$ cat config.mk
export PLATFORM = sky130hd
export DESIGN_NAME = kinv_driver
export DESIGN_NICKNAME = d
export VERILOG_FILES = /design/src/rtl/kinv_pkg.sv /design/src/rtl/kinv_cycle_tracker.sv /design/src/rtl/kinv_ken_decide.sv /design/src/rtl/kinv_driver.sv
export SDC_FILE = /design/constraint.sdc
export NUM_CORES = 1
export LEC_CHECK = 0
export ABC_CLOCK_PERIOD_IN_PS = 1300
export BUFFER_PORTS_ARGS = -buffer_cell sky130_fd_sc_hd__buf_2
export CORE_AREA = 2 2 39 41
export CTS_CLUSTER_SIZE = 12
export DETAILED_ROUTE_END_ITERATION = 7
export DIE_AREA = 0 0 41 43
export PLACE_DENSITY = 0.53
export SLEW_MARGIN = 10
export SYNTH_ARGS = -nofsm -noshare
export SYNTH_HDL_FRONTEND = slang
export SYNTH_SLANG_ARGS = --single-unit
$ cat constraint.sdc
create_clock -name clk -period 1.3 [get_ports clk]
set_input_delay 0.065 -clock clk [delete_from_list [all_inputs] [get_ports clk]]
set_output_delay 0.065 -clock clk [all_outputs]
set_load 0.02 [all_outputs]
$ cat src/rtl/kinv_pkg.sv
package kinv_pkg;
   typedef struct packed {
      logic is_mem;
      logic is_read;
      logic burst;
      logic cacheable;
      logic l1en;
   } cyc_info_t;
   localparam int unsigned CYC_INFO_W = $bits(cyc_info_t);
endpackage

$ cat src/rtl/kinv_cycle_tracker.sv
module kinv_cycle_tracker
   import kinv_pkg::*;
(
   input  logic      clk,
   input  logic      rst_n,
   input  logic      cyc_strobe,
   input  logic      cyc_done,
   input  logic      resp_any,
   input  cyc_info_t info_in,
   output logic      active,
   output logic      committed,
   output logic      first_resp,
   output cyc_info_t info_q
);
   assign first_resp = active & resp_any & ~committed;

   always_ff @(posedge clk) begin
      if (!rst_n) begin
         active    <= 1'b0;
         committed <= 1'b0;
         info_q    <= '0;
      end else begin
         if (cyc_strobe) begin
            active    <= 1'b1;
            committed <= 1'b0;
            info_q    <= info_in;   // latch at strobe
         end else if (cyc_done) begin
            active    <= 1'b0;
            committed <= 1'b0;
         end else if (first_resp) begin
            committed <= 1'b1;
         end
      end
   end

   AST_ONE_COMMIT: assert property (@(posedge clk) disable iff (!rst_n)
      committed && !cyc_strobe && !cyc_done |=> committed) else $error("commit lost");
endmodule

$ cat src/rtl/kinv_ken_decide.sv
module kinv_ken_decide
   import kinv_pkg::*;
#(
   parameter bit BURST_GATES_KEN = 1'b1
)(
   input  cyc_info_t info,
   output logic      level
);
   logic cacheable_rd;
   // cacheable only with enable bit, memory read and cacheable address
   assign cacheable_rd = info.is_mem & info.is_read & info.cacheable & info.l1en
                         & (info.burst | ~BURST_GATES_KEN);
   // high for non-cacheable reads, R12 writes rest low
   assign level = info.is_read & ~cacheable_rd;
endmodule

$ cat src/rtl/kinv_driver.sv
module kinv_driver
   import kinv_pkg::*;
#(
   parameter bit BURST_GATES_KEN = 1'b1
)(
   input  logic clk,
   input  logic rst_n,
   input  logic cyc_strobe,
   input  logic cyc_is_mem,
   input  logic cyc_is_read,
   input  logic burst_req,
   input  logic addr_cacheable,
   input  logic l1_enable,
   input  logic brdy,
   input  logic nxt_addr,
   input  logic cyc_done,
   input  logic snp_strobe,
   input  logic snp_is_write,
   output logic pin_out
);
   initial begin
      if (CYC_INFO_W != 5) $error("cycle info width mismatch");
   end

   cyc_info_t info_in, info_q;
   logic active, committed, first_resp, level, held;

   assign info_in = '{is_mem: cyc_is_mem, is_read: cyc_is_read, burst: burst_req,
                      cacheable: addr_cacheable, l1en: l1_enable};

   kinv_cycle_tracker u_trk (
      .clk(clk), .rst_n(rst_n), .cyc_strobe(cyc_strobe), .cyc_done(cyc_done),
      .resp_any(brdy | nxt_addr), .info_in(info_in), .active(active),
      .committed(committed), .first_resp(first_resp), .info_q(info_q));

   kinv_ken_decide #(.BURST_GATES_KEN(BURST_GATES_KEN)) u_dec (
      .info(info_q), .level(level));

   always_ff @(posedge clk) begin
      if (!rst_n)                   held <= 1'b0;
      else if (cyc_strobe || cyc_done) held <= 1'b0;
      else if (first_resp)          held <= level;
   end

   always_comb begin
      if (snp_strobe)                 pin_out = snp_is_write;
      else if (first_resp)            pin_out = level;
      else if (active && committed)   pin_out = held;
      else                            pin_out = 1'b0;
   end

   AST_SNOOP_WR_HIGH: assert property (@(posedge clk) disable iff (!rst_n)
      snp_strobe && snp_is_write |-> pin_out) else $error("snoop write");
   AST_SNOOP_RD_LOW: assert property (@(posedge clk) disable iff (!rst_n)
      snp_strobe && !snp_is_write |-> !pin_out) else $error("snoop read");
   AST_SNOOP_CFG_FREE: assert property (@(posedge clk) disable iff (!rst_n)
      snp_strobe && !l1_enable |-> pin_out == snp_is_write) else $error("snoop cfg");
   AST_IDLE_LOW: assert property (@(posedge clk) disable iff (!rst_n)
      !active && !snp_strobe |-> !pin_out) else $error("idle level");
   AST_SNOOP_RELEASE: assert property (@(posedge clk) disable iff (!rst_n)
      $past(snp_strobe) && !snp_strobe && !active |-> !pin_out) else $error("release");
   AST_HOLD_LEVEL: assert property (@(posedge clk) disable iff (!rst_n)
      active && committed && $past(active && committed) && !snp_strobe
      && !$past(snp_strobe) && !$past(cyc_strobe) |-> $stable(pin_out)) else $error("hold");
endmodule

# Yosys cells after proc, flatten, opt, wreduce, memory -nomap -nowiden
# Cells that the tools add are included.
totals:
  out_inout_bits: 1
  regBits: 8
  wordCells: 29
  in_bits: 13
op_classes:
  bitwise_logic: 11
  muxes: 5
  n_reduce_logical: 5
ops:
  columns: ["operator", "count"]
  rows:
  - ["bitwise AND 1 bit", 7]
  - ["two-way mux 1 bit", 5]
  - ["NOT 1 bit", 3]
  - ["OR reduction 3 bit", 1]
  - ["nonzero test 2 bit", 1]
  - ["OR reduction 2 bit", 1]
  - ["logical AND 1 bit", 1]
  - ["logical OR 1 bit", 1]
  - ["OR 1 bit", 1]

# Logic depth before layout (Yosys ltp)
# Gate-level depths: netlist (run 1).
depth:
  ltp_word: 8
  ltp_mapped: 4
  mapped_depth_nobuf: 3

# Hierarchy
# A second synthesis (run 1) with hierarchy kept.
hier_totals:
  hier_cells: 34
  area_unflattened_um2: 370.4
modules_own_cells:
  columns: ["mod", "area_per_inst_um2", "instances", "cells_each", "seq_area_each_um2"]
  rows:
  - ["kinv_cycle_tracker", 274.0, 1, 24, 140.1]
  - ["kinv_driver", 76.3, 1, 8, 20.0]
  - ["kinv_ken_decide", 20.0, 1, 2, 0.0]

# Least setup slack after synthesis (run 1)
# No wires, ideal clock.
synth_path:
  path_kind: "register to output"
  from: "reg u_trk.committed"
  to: "out pin_out"
  required_time_ps: 1235
  slack_ps: 254
  path_stages_with_launch: 4
  path_buffers: 0
  arrival_ps: 981
  path_cell_list: "dfxtp_1 > and2b_1 > nand4_1 > a21oi_1"
synth_between:
  elab_chain_len: 4
  elab_cells_between_ends: 6
  cone_classes: "mux (3); bitwise (2); reduce/logical (1)"
synth_rtl:
  columns: ["element", "line", "text"]
  rows:
  - ["start, declared", "kinv_cycle_tracker.sv:11", "output logic committed,"]
  - ["start signal, assigned", "kinv_cycle_tracker.sv:20", "committed <= 1'b0;"]
  - ["start signal, assigned", "kinv_cycle_tracker.sv:25", "committed <= 1'b0;"]
  - ["start signal, assigned", "kinv_cycle_tracker.sv:29", "committed <= 1'b0;"]
  - ["logical AND 1 bit / NOT 1 bit (equally long branches)", "kinv_driver.sv:48, kinv_cycle_tracker.sv:15", null]
  - ["two-way mux 1 bit / bitwise AND 1 bit (equally long branches)", "kinv_driver.sv:48, kinv_cycle_tracker.sv:15", null]
  - ["two-way mux 1 bit (*)", "kinv_driver.sv:47", "else if (first_resp) pin_out = level;"]
  - ["two-way mux 1 bit (*)", "kinv_driver.sv:46", "if (snp_strobe) pin_out = snp_is_write;"]
  - ["end, declared", "kinv_driver.sv:19", "output logic pin_out"]
# Every way passes the cells marked *; elsewhere a longest branch is shown, timed or not.

# Worst setup path after layout (run 1)
# Ends and elaborated chain as after synthesis.

==> impl_metrics.ini, run 1 <==
[outcome]
status = complete, no violations

[power]
cellPowerDensity_nw_per_um2 = 1130
pwr-share-comb_pct = 12.3
leakage_nw = 0.198
swShare_pct = 21.5
internal-power_uw = 399
clkPwrFrac_pct = 35.5
power_frac_seq_pct = 52.2
peakVddDrop_mv = 0.566
p_switching_uw = 109

[grt]
top_usage_layer = met1
grt_pass1_vias = 230
use_met3_pct = 4.71
grt-ovfl-total = 0
antenna_found_initial = 0
grt_max_degree = 8
grt_pass1_wl_um = 903
track_usage_pct = 7.98
grt_util_met1_pct = 11.8
grtUsageMet2_pct = 8.75

[logic_synthesis]
syn_inst = 34
synth_warnings = 0
synth-seq-area-share_pct = 46.9
synth_top_area_share_pct = 46.9
syn-num-nets = 47
synthDistinctLibCells = 14
synthTopCellsByArea = dfxtp_1 47%, mux2i_1 15%, nor2b_1 13%, nand4_1 3.7%, a21bo_1 2.9%
netlist_area_um2 = 342
yosys.area.top_type = dfxtp_1
ys_seq_elements = 8
syn_avg_cell_area_um2 = 10.0

[setup_path]
arrival_ns = 1.20
crit_type = reg2out
reg2reg_depth = 3
crit_path_top_delay_cell = dfxtp_2
regToRegSetupSlack_ns = 0.41
startpoint_type = flop
path_cells = and2b_1 -> nand4_1 -> a21oi_1 -> buf_4
crit_required_ns = 1.24
r2r_end = held
cpPeakStageDelay_ns = 0.32
cp_top_family = simple AND/OR/NAND/NOR gates
end_kind = output pin
crit_path_max_fanout = 3
path_buf_inv = 1
timing.rr.start = u_trk.committed

[timing]
final.min_clock_period_ns = 1.27
finalSetupViolCount = 0
finalSetupTns_ns = 0
hold_viol = 0
slew_headroom_pct = 87.8
tightestPinTransition_ns = 0.183
period_share_pct = 97.4
setup_ws_ns = 0.0340
finalClockSkew_ns = 0.00507
maxSlewViolCount = 0
fmax_mhz = 790
rsz0062_at_grt = yes
whs_ns = 0.0738

[clock_tree]
cts.sinks = 8
clockBufferDepth = 2
post_cts_resized = 0
post_cts_buffers = 0
ctsHoldBuffers = 0
clock_latency_ns = 0.25
ctsHtreeMaxLevel = 1
clockRootBuffer = clkbuf_4
numCtsBuffers = 3
clkTransAtPathRegs_ns = 0.05
tritoncts = yes

[layout]
layout-drive-gt1-share_pct = 40.8
area_growth_syn_to_layout_pct = 31.5
fin_cells = 65
final_core_util_pct = 32.5
finalNetCount = 64
n_antenna_cell = 0

[floorplan]
rows = 14
core_um2 = 1380
ios = 14
die_area_um2 = 1760
die_x_um = 41
initial_core_util_pct = 24.7
die_h_um = 43

[detailed_routing]
ant_nets = 0
drcViolationCount = 0
first_iter_violations = 0
wl_per_cell_um = 9.51
vias_per_cell = 4.35
first_pass_iters = 1
drt-total-wl_um = 618
num_vias = 283

[placement]
dpl_worst_slack_ns = 0.298
dpl.cell_count = 62
portBuffers = 13
dp_hpwl_um = 483
gp_congestion = 0.588

[worst_hold_path]
hp-class = in2reg
min_to = u_trk.info_q[3]
min_from = cyc_is_read
min_path_cells = 3

[run]
cap_viol_max_count = 0
power by group through the flow:
stage / clock network (mW) / logic (mW) / registers, mW
detailed placement: 0 / 0.0616 / 0.269
CTS: 0.195 / 0.0618 / 0.264
finish: 0.180 / 0.0626 / 0.265
global route: 0.208 / 0.0690 / 0.266
global placement: 0 / 0.0613 / 0.270
floorplan: 0 / 0.0373 / 0.267
worst max-delay path by stage:
stage	start	end	slack [ns]	depth (start not counted)
floorplan	u_trk.committed	pin_out	0.25	3
global placement	u_trk.committed	pin_out	0.32	4
detailed placement	u_trk.committed	pin_out	0.30	4
CTS	u_trk.committed	pin_out	0.02	4
global route	u_trk.committed	pin_out	-0.04	4
finish	u_trk.committed	pin_out	0.03	4
synth_stat cells, drive strengths merged:
cell	n
o21a	1
nor2b	7
a21oi	3
a21bo	1
nor2	2
buf	1
nand2	1
or2	1
nand4	2
a31oi	1
and2b	1
dfxtp	8
mux2i	5
cells by family after synthesis:
family	after synthesis	share of synthesized area (%)
AO/OA/AOI/OAI	6	12.5
buffers and inverters	1	1.46
flip-flops	8	46.9
multiplexers	5	14.7
AND/OR/NAND/NOR	14	24.5
final cells by class:
cell class                      instances  area [um^2]
Tap cell                               16         20.0
Sequential cell                         8          163
Timing Repair Buffer                   13         67.6
Clock buffer                            3         22.5
Fill cell                             153          935
Multi-Input combinational cell         25          176
sequential cells by signal (all words and copies together), names as in the netlist:
name and flops:
u_trk.active 1, u_trk.info_q 5, held 1, u_trk.committed 1
metrics by stage:
| step | power (mW) | cell area (um^2) |
|---|---|---|
| 4_1_cts | 0.521 | 444 |
| 2_1_floorplan | 0.305 | 342 |
| 5_1_grt | 0.542 | 449 |
| 6_report | 0.508 | 449 |
| 3_5_place_dp | 0.331 | 422 |
| 3_3_place_gp | 0.331 | 422 |
metal layers:
metal / vias up / part of all wire (%)
met5: - / 0
met2: 10 / 41
met1: 120 / 52
li1: 153 / -
met4: 0 / 0
met3: 0 / 7.0
worst min-delay path, stage by stage:
cell and delay (ns):
buf_2 0.07, mux2i_1 0.05, nor2b_1 0.09
placed cells by master, fill, tap and decap left out:
master	Yosys	routed
buf_2	1	12
nor2b_1	7	7
dfxtp_1	8	6
mux2i_1	5	5
clkbuf_4	0	3
nand4_1	2	2
a21oi_1	2	2
nor2_1	2	2
dfxtp_2	0	2
and2b_1	1	1
or2_4	1	1
a31oi_1	1	1
nand2_1	1	1
o21a_1	1	1
a21bo_1	1	1
a21oi_2	1	1
buf_4	0	1
No activity file was read; power rests on OpenSTA's default activity.
==> run 2: changes to the inputs <==
Settings changed: ABC_CLOCK_PERIOD_IN_PS 1300 to 1100, PLACE_DENSITY 0.53 to 0.55.
Clock period 1.3 ns to 1.1 ns, I/O delays scaled along.
==> impl_metrics.ini, run 2 (synthesized netlist as in run 1, its figures left out) <==
[detailed_routing]
drt-total-wl_um = 644
wl_per_cell_um = 9.76
num_vias = 295
first_pass_iters = 3
vias_per_cell = 4.47
ant_nets = 0
first_iter_violations = 8
drcViolationCount = 0

[floorplan]
die_x_um = 41
die_h_um = 43
initial_core_util_pct = 24.7
ios = 14
core_um2 = 1380
rows = 14
die_area_um2 = 1760

[timing]
finalSetupViolCount = 1
setup_ws_ns = -0.153
maxSlewViolCount = 0
tightestPinTransition_ns = 0.183
final.min_clock_period_ns = 1.25
fmax_mhz = 798
period_share_pct = 114
whs_ns = 0.0706
rsz0062_at_grt = yes
finalClockSkew_ns = 0.000709
hold_viol = 0
slew_headroom_pct = 87.8

[setup_path]
regToRegSetupSlack_ns = 0.15
end_kind = output pin
startpoint_type = flop
crit_path_max_fanout = 3
r2r_end = held
arrival_ns = 1.20
reg2reg_depth = 4
timing.rr.start = u_trk.committed
crit_end = pin_out
crit_required_ns = 1.04
crit_type = reg2out
crit_start = u_trk.committed

[layout]
final_core_util_pct = 33.0
layout-drive-gt1-share_pct = 42.0
seqCellArea_um2 = 163
largest_register_ffs = 5
n_antenna_cell = 0
multiInputGateArea_um2 = 176
finalNetCount = 65
final_common_cell = buf_2
area_growth_syn_to_layout_pct = 33.7
top_register = u_trk.info_q
final_cell_mix = 12 x buf_2, 7 x nor2b_1, 6 x dfxtp_1, 5 x mux2i_1, 3 x clkbuf_4
fillers = 161

[grt]
antenna_found_initial = 0
grt_pass1_vias = 273
grt-ovfl-total = 0
grt_pass1_wl_um = 1010
track_usage_pct = 8.99
grt_max_degree = 8

[placement]
dpl_worst_slack_ns = 0.0979
gp_congestion = 0.590
portBuffers = 13

[run]
cap_viol_max_count = 0

[outcome]
status = finished with violations
violations = negative setup slack

[power]
peakVddDrop_mv = 0.767
power_frac_seq_pct = 52.3
pwr-share-comb_pct = 12.6
cellPowerDensity_nw_per_um2 = 1310
p_switching_uw = 127
leakage_nw = 0.203
clkPwrFrac_pct = 35.2
internal-power_uw = 472
swShare_pct = 21.2

[clock_tree]
ctsHoldBuffers = 0
clock_latency_ns = 0.24
tritoncts = yes
ctsHtreeMaxLevel = 1
cts.sinks = 8
numCtsBuffers = 3
clkTransAtPathRegs_ns = 0.05
clockBufferDepth = 2
clockRootBuffer = clkbuf_4

[worst_hold_path]
hp-class = in2reg
==> run 2: cell types whose count changed in the layout (fill, tap and decap cells not counted), sizes merged <==
cell,change
buf,+1
==> run 2: cell type report <==
| cell class | count | area share (%) |
|---|---|---|
| Clock buffer | 3 | 4.93 |
| Multi-Input combinational cell | 25 | 38.6 |
| Sequential cell | 8 | 35.6 |
| Tap cell | 16 | 4.38 |
| Timing Repair Buffer | 14 | 16.4 |
==> run 2: through the flow <==
step	area [um^2]	total power, mW	setup TNS (ns)	std cells
after detailed placement	422	0.392	0	62
after global routing	457	0.640	-0.271	66
after floorplan	342	0.360	0	34
after CTS	445	0.607	-0.192	65
after global placement	422	0.391	0	62
final	457	0.600	-0.153	66
==> run 2: worst min path at each step <==
stage          slack, ns               to   startpoint  cells after the start
2_1_floorplan       0.17     u_trk.active        rst_n                      1
3_3_place_gp        0.31  u_trk.info_q[4]   cyc_is_mem                      3
3_5_place_dp        0.33  u_trk.info_q[2]    burst_req                      3
4_1_cts             0.07  u_trk.info_q[3]  cyc_is_read                      3
5_1_grt             0.07  u_trk.info_q[3]  cyc_is_read                      3
6_report            0.07  u_trk.info_q[3]  cyc_is_read                      3
==> run 2: power by group through the flow <==
| stage | logic [mW] | registers, mW | clock network [mW] |
|---|---|---|---|
| after floorplan | 0.0441 | 0.316 | 0 |
| after global placement | 0.0723 | 0.318 | 0 |
| after detailed placement | 0.0736 | 0.318 | 0 |
| after CTS | 0.0743 | 0.313 | 0.220 |
| after global routing | 0.0845 | 0.315 | 0.241 |
| final | 0.0755 | 0.313 | 0.211 |
==> run 2: repair_timing <==
action,in CTS,in global routing
gates resized for setup,1,2
pin swaps,1,1
hold endpoints to repair,0,0
endpoints found under the setup margin,1,1
buffers inserted,0,1
==> run 2: layer usage <==
metal  global-route usage, %  wire length [um]  vias up
li1                        -                 -      152
met1                    9.51               277      132
met2                    13.1               308       11
met3                    7.85                57        0
met4                    2.00                 0        0
met5                       0                 0        -
==> run 2: worst max-delay path, cell delays in order (launching register included) <==
cell	delay (ns)
dfxtp_2	0.32
and2b_1	0.21
nand4_1	0.11
a21oi_1	0.17
buf_4	0.15
